## src/rtl/wtm_pkg.sv

```systemverilog
package wtm_pkg;

  // Rows left after one 3:2 level: each full group of three becomes two.
  function automatic int unsigned rows_after(input int unsigned n);
    return (n / 3) * 2 + (n % 3);
  endfunction

  // Row count presented to reduction level lvl (level 0 sees n rows).
  function automatic int unsigned rows_at_level(input int unsigned n, input int unsigned lvl);
    int unsigned r;
    r = n;
    for (int unsigned k = 0; k < lvl; k++) r = rows_after(r);
    return r;
  endfunction

  // Number of carry-save levels needed to reach two rows.
  function automatic int unsigned tree_levels(input int unsigned n);
    int unsigned r;
    int unsigned k;
    r = n;
    k = 0;
    for (int unsigned i = 0; i < 64; i++) begin
      if (r > 2) begin
        r = rows_after(r);
        k = k + 1;
      end
    end
    return k;
  endfunction

endpackage

```

## src/rtl/wtm_pp_array.sv

```systemverilog
module wtm_pp_array #(
  parameter int XW = 56,
  parameter int YW = 8,
  localparam int PW = XW + YW
) (
  input  logic                   clk,
  input  logic                   rst,
  input  logic                   v_in,
  input  logic [XW-1:0]          x,
  input  logic [YW-1:0]          y,
  output logic                   v_out,
  output logic [YW-1:0][PW-1:0]  rows
);

  function automatic logic [PW-1:0] pp_row(input logic [XW-1:0] xv, input logic b, input int sh);
    return b ? (PW'(xv) << sh) : '0;
  endfunction

  logic [YW-1:0][PW-1:0] rows_d;

  always_comb begin
    for (int i = 0; i < YW; i++) rows_d[i] = pp_row(x, y[i], i);
  end

  always_ff @(posedge clk) begin
    if (rst) v_out <= 1'b0;
    else     v_out <= v_in;
    rows <= rows_d;
  end

  // every registered row sits between its weight and weight+XW.
  for (genvar gi = 0; gi < YW; gi++) begin : g_chk
    logic [PW-1:0] row_low_mask;
    assign row_low_mask = (PW'(1) << gi) - PW'(1);
    assert_pp_align_R6: assert property (@(posedge clk) disable iff (rst)
      v_out |-> (((rows[gi] & row_low_mask) == '0) && ((rows[gi] >> (XW + gi)) == '0)));
  end

endmodule

```

## src/rtl/wtm_csa_level.sv

```systemverilog
module wtm_csa_level #(
  parameter int W    = 64,
  parameter int ROWS = 8,
  parameter int NIN  = 8,
  localparam int NG    = NIN / 3,
  localparam int NLEFT = NIN % 3,
  localparam int NOUT  = NG * 2 + NLEFT
) (
  input  logic                  clk,
  input  logic                  rst,
  input  logic                  v_in,
  input  logic [ROWS-1:0][W-1:0] rows_in,
  output logic                  v_out,
  output logic [ROWS-1:0][W-1:0] rows_out
);

  function automatic logic [W-1:0] csa_sum(input logic [W-1:0] a, b, c);
    return a ^ b ^ c;
  endfunction

  // Majority bit moves up one weight.
  function automatic logic [W-1:0] csa_carry(input logic [W-1:0] a, b, c);
    return ((a & b) | (a & c) | (b & c)) << 1;
  endfunction

  function automatic logic [W-1:0] rows_total(input logic [ROWS-1:0][W-1:0] r);
    logic [W-1:0] t;
    t = '0;
    for (int i = 0; i < ROWS; i++) t = t + r[i];
    return t;
  endfunction

  logic [ROWS-1:0][W-1:0] rows_d;

  always_comb begin
    rows_d = '0;
    for (int g = 0; g < NG; g++) begin
      rows_d[2*g]   = csa_sum  (rows_in[3*g], rows_in[3*g+1], rows_in[3*g+2]);
      rows_d[2*g+1] = csa_carry(rows_in[3*g], rows_in[3*g+1], rows_in[3*g+2]);
    end
    for (int j = 0; j < NLEFT; j++) rows_d[2*NG+j] = rows_in[3*NG+j];
    // Idle rows (zero upstream) stay idle further down.
    for (int j = 0; j < ROWS - NIN; j++) rows_d[NOUT+j] = rows_in[NIN+j];
  end

  always_ff @(posedge clk) begin
    if (rst) v_out <= 1'b0;
    else     v_out <= v_in;
    rows_out <= rows_d;
  end

  // reduction leaves the arithmetic total of the rows unchanged.
  assert_level_total_R7: assert property (@(posedge clk) disable iff (rst)
    v_out |-> (rows_total(rows_out) == $past(rows_total(rows_in))));

endmodule

```

## src/rtl/wtm_cla.sv

```systemverilog
module wtm_cla #(
  parameter int W = 64,
  localparam int NB = (W + 3) / 4,
  localparam int WP = NB * 4
) (
  input  logic         clk,
  input  logic         rst,
  input  logic         v_in,
  input  logic [W-1:0] a,
  input  logic [W-1:0] b,
  output logic         v_out,
  output logic [W-1:0] s
);

  // Carries into bits 0..3 of a nibble plus its carry-out, each a flat
  // generate/propagate expression of the block carry-in.
  function automatic logic [4:0] nib_carries(input logic [3:0] g, p, input logic cin);
    logic [4:0] c;
    logic term;
    c[0] = cin;
    for (int j = 1; j <= 4; j++) begin
      c[j] = 1'b0;
      for (int k = 0; k < j; k++) begin
        term = g[k];
        for (int m = k + 1; m < j; m++) term = term & p[m];
        c[j] = c[j] | term;
      end
      term = cin;
      for (int m = 0; m < j; m++) term = term & p[m];
      c[j] = c[j] | term;
    end
    return c;
  endfunction

  logic [WP-1:0] gen, prop, sum_d;

  always_comb begin
    logic       blk_c;
    logic [4:0] cs;
    gen   = WP'(a) & WP'(b);
    prop  = WP'(a) ^ WP'(b);
    blk_c = 1'b0;
    sum_d = '0;
    for (int nb = 0; nb < NB; nb++) begin
      cs = nib_carries(gen[4*nb +: 4], prop[4*nb +: 4], blk_c);
      sum_d[4*nb +: 4] = prop[4*nb +: 4] ^ cs[3:0];
      blk_c = cs[4];
    end
  end

  always_ff @(posedge clk) begin
    if (rst) v_out <= 1'b0;
    else     v_out <= v_in;
    s <= sum_d[W-1:0];
  end

  // stored result is the modular sum of last edge's operands.
  assert_cla_sum_R8: assert property (@(posedge clk) disable iff (rst)
    v_out |-> (s == W'($past(a) + $past(b))));

endmodule

```

## src/rtl/wallace_mul_pipe.sv

```systemverilog
module wallace_mul_pipe #(
  parameter int XW = 56,
  parameter int YW = 8,
  localparam int PW     = XW + YW,
  localparam int LEVELS = wtm_pkg::tree_levels(YW),
  localparam int LAT    = LEVELS + 3,
  localparam int CW     = $clog2(LAT + 1) + 1
) (
  input  logic          clk,
  input  logic          rst,
  input  logic          in_valid,
  input  logic [XW-1:0] x_in,
  input  logic [YW-1:0] y_in,
  output logic          prod_valid,
  output logic [PW-1:0] prod
);

  // Operand register stage.
  logic          op_v;
  logic [XW-1:0] op_x;
  logic [YW-1:0] op_y;

  always_ff @(posedge clk) begin
    if (rst) op_v <= 1'b0;
    else     op_v <= in_valid;
    op_x <= x_in;
    op_y <= y_in;
  end

  // Row bundles between stages: index 0 is the AND-array output.
  logic [YW-1:0][PW-1:0] lvl_rows [LEVELS+1];
  logic [LEVELS:0]       lvl_v;

  wtm_pp_array #(.XW(XW), .YW(YW)) u_pp (
    .clk(clk), .rst(rst), .v_in(op_v), .x(op_x), .y(op_y),
    .v_out(lvl_v[0]), .rows(lvl_rows[0])
  );

  for (genvar l = 0; l < LEVELS; l++) begin : g_lvl
    wtm_csa_level #(
      .W(PW), .ROWS(YW), .NIN(wtm_pkg::rows_at_level(YW, l))
    ) u_lvl (
      .clk(clk), .rst(rst), .v_in(lvl_v[l]), .rows_in(lvl_rows[l]),
      .v_out(lvl_v[l+1]), .rows_out(lvl_rows[l+1])
    );
  end

  wtm_cla #(.W(PW)) u_cla (
    .clk(clk), .rst(rst), .v_in(lvl_v[LEVELS]),
    .a(lvl_rows[LEVELS][0]), .b(lvl_rows[LEVELS][1]),
    .v_out(prod_valid), .s(prod)
  );

  // ---------------- checks ----------------
  // Rows past the final two must have been drained by the tree.
  logic tail_nonzero;
  always_comb begin
    tail_nonzero = 1'b0;
    for (int i = 2; i < YW; i++) tail_nonzero = tail_nonzero | (|lvl_rows[LEVELS][i]);
  end

  assert_tail_rows_zero_R7: assert property (@(posedge clk) disable iff (rst)
    lvl_v[LEVELS] |-> !tail_nonzero);

  // Occupancy counter: accepted minus delivered.
  logic [CW-1:0] inflight;
  always_ff @(posedge clk) begin
    if (rst) inflight <= '0;
    else     inflight <= inflight + CW'(in_valid) - CW'(prod_valid);
  end

  assert_inflight_bound_R3: assert property (@(posedge clk) disable iff (rst)
    inflight <= CW'(LAT));

  assert_no_spurious_R4: assert property (@(posedge clk) disable iff (rst)
    prod_valid |-> (inflight != '0));

endmodule

```

## config.mk

```make
export PLATFORM = sky130hd
export DESIGN_NAME = wallace_mul_pipe
export DESIGN_NICKNAME = d
export VERILOG_FILES = /design/src/rtl/wtm_pkg.sv /design/src/rtl/wtm_pp_array.sv /design/src/rtl/wtm_csa_level.sv /design/src/rtl/wtm_cla.sv /design/src/rtl/wallace_mul_pipe.sv
export SDC_FILE = /design/constraint.sdc
export NUM_CORES = 2
export LEC_CHECK = 0
export BUFFER_PORTS_ARGS = -buffer_cell sky130_fd_sc_hd__buf_4
export CORE_MARGIN = 2
export CORE_UTILIZATION = 40
export CTS_BUF_LIST = sky130_fd_sc_hd__clkbuf_4
export DETAILED_ROUTE_END_ITERATION = 16
export PLACE_DENSITY = 0.6
export SYNTH_ARGS = -nofsm -noshare
export SYNTH_HDL_FRONTEND = slang
export SYNTH_HIERARCHICAL = 1
export SYNTH_SLANG_ARGS = --single-unit
```

## constraint.sdc

```tcl
create_clock -name clk -period 15 [get_ports clk]
set_clock_uncertainty 0.1 [all_clocks]
set_input_delay 3 -clock clk [delete_from_list [all_inputs] [get_ports clk]]
set_output_delay 3 -clock clk [all_outputs]
set_load 0.005 [all_outputs]
```

==> flow_summary_export.csv <==
group,metric,value,unit
run_status,status,"finished, final reports clean",
timing,max_freq,0.0825,GHz
critical_path,critPathArrivalTime,13.00,ns
critical_path,cp_top_family,"compound AO/OA/AOI/OAI gates",
global_routing,grt_max_degree,57,
floorplan,die_w,339,um
final_layout,fin_util,46.4,%
pwr,vdd_drop_max,0.0715,mV
final_layout,drive_gt1_share,21.9,%
detailed_routing,routedWlPerCell,13.9,um
timing,setup_violations,0,
clocking,ctsResizeCount,0,
placed_design,dp_slack,2.78,ns
pwr,power_frac_seq,53.8,%
detailed_routing,dr.pass1.iters,4,
floorplan,die_h,339,um
floorplan,start_util,40.4,%
global_routing,grt_pass1_vias,23400,
global_routing,grt_remaining_overflow,0,
clocking,cts_sinks,1537,
critical_path,critPathKind,"flip-flop to flip-flop",
global_routing,antenna_found_initial,8,
final_layout,final_cell_area,51400,um2
critical_path,path_common_cell,"ha_1",
placed_design,post-dp-hpwl,43700,um
synthesis,synthCells,2735,
detailed_routing,antenna_left,0,
critical_path,slowest_stage,"ha_1",
min_path,hold_class,"flip-flop to flip-flop",
clocking,numCtsBuffers,392,
final_layout,final_cell_mix,"dfxtp_1, clkbuf_4, and2_1, fa_1, buf_4",
floorplan,ioPinCount,132,
floorplan,dieArea,115000,um2
placed_design,place_area,46800,um2
clocking,cts-htree-levels,5,
clocking,clock_path_buffers,4,
floorplan,rows,122,
pwr,p_sw,2.48,mW
pwr,p_total,9.73,mW
global_routing,grt_use_total,12.5,%
timing,fin_crit,12.12,ns
floorplan,core_area,111000,um2
synthesis,syn_avg_cell_area,16.4,um2
detailed_routing,drcViolationCount,0,
detailed_routing,dr.first_iter.drc_count,575,
timing,worst_slew_pin_slew,0.910,ns
global_routing,grt_pass1_wl,114000,um
clocking,cts.clk_slew.worst_paths,0.06,ns
pwr,p_comb_share,13.1,%
final_layout,fin_nets,3755,
critical_path,cp.required,15.88,ns
timing,hold_viol,0,
final_layout,final_common_cell,"dfxtp_1",
detailed_routing,viasPerCell,4.02,
clocking,cts_setup_buffers,0,
pwr,p_sw_share,25.5,%
timing,fin_crit_sh,80.8,%
timing,grt_setup_unrepaired,"no",
clocking,cts_tree,"yes",
pwr,leakage,22.5,nW
clocking,worstSkewPairLatency,1.16,ns
synthesis,synth_area,44800,um2
critical_path,end_kind,"flip-flop",
critical_path,cp_slowest_stage_delay,0.32,ns
clocking,cts-root-buf,"clkbuf_4",
pwr,power_density,189,nW/um2
critical_path,start_kind,"flip-flop",
job,drv_cap,0,
placed_design,portBuffers,131,
timing,fin_ws,2.88,ns
pwr,clkPwrFrac,33.1,%
timing,slew_viol_final,0,
critical_path,critPathMaxFanout,2,
final_layout,syn_to_final_growth,14.8,%
synthesis,ys_warn_count,6,
timing,setup_tns,0,ns
clocking,hold_buffers,0,
detailed_routing,vias,19900,
pwr,internal_power,7.25,mW
detailed_routing,wirelength,68600,um
placed_design,gp_congestion,0.709,
critical_path,cp.buffers_inverters,0,
timing,max_slew_margin,39.4,%
==> flip-flops by register name, indices dropped and copies added (netlist names) <==
register,count
u_pp/rows,448
u_pp/v_out,1
u_cla/v_out,1
op_y,8
op_v,1
u_cla/s,64
op_x,56
g_lvl.u_lvl/v_out,4
g_lvl.u_lvl/rows_out,954
==> worst reg2reg max path, delay by kind of cell, from the launching register on <==
kind            cells  cell delay (ns)
compound gates     31             6.17
xor+xnor            1             0.13
fa+ha+maj          16             3.41
flops               1             0.30
simple gates       16             1.91
==> area by class of cell <==
cell class | count | area, um2
diodes | 13 | 32.5
multi-input cells | 1145 | 13100
clock buffers | 539 | 4050
flip-flops and latches | 1537 | 30800
well taps | 1488 | 1860
repair buffers | 139 | 1040
fillers | 9825 | 59400
clock inverters | 83 | 512
==> through the flow <==
step	instances	hold WS, ns
2_1_floorplan	2800	0.210
4_1_cts	4931	0.145
3_5_place_dp	4309	0.212
3_3_place_gp	4309	0.210
6_report	4944	0.162
5_1_grt	4940	0.137
==> metal layers <==
metal / global-route usage (%) / part of all wire [%] / vias to the layer above
li1: - / - / 9527
met1: 14.9 / 43 / 9816
met2: 20.7 / 49 / 393
met3: 3.53 / 4.7 / 158
met4: 6.64 / 2.5 / 2
met5: 0 / 0.016 / -
==> power groups by stage <==
stage               Combinational [mW]  Clock [mW]  Sequential (mW)
floorplan                        0.800           0             5.24
global placement                  1.27           0             5.33
detailed placement                1.32           0             5.35
CTS                               1.33        3.37             5.26
global route                      1.51        3.60             5.33
finish                            1.28        3.22             5.24
==> final timing paths <==
check                             startpoint                           end  slack, ns  cells past startpoint
hold reg to reg               u_pp/rows[419]  g_lvl[0].u_lvl/rows_out[291]       0.16                      0
setup / recovery  g_lvl[3].u_lvl/rows_out[2]                   u_cla/s[63]       2.88                     64
setup reg to reg  g_lvl[3].u_lvl/rows_out[2]                   u_cla/s[63]       2.88                     64
hold / removal                u_pp/rows[419]  g_lvl[0].u_lvl/rows_out[291]       0.16                      0
Note: power is estimated with default switching activity, not from simulation.
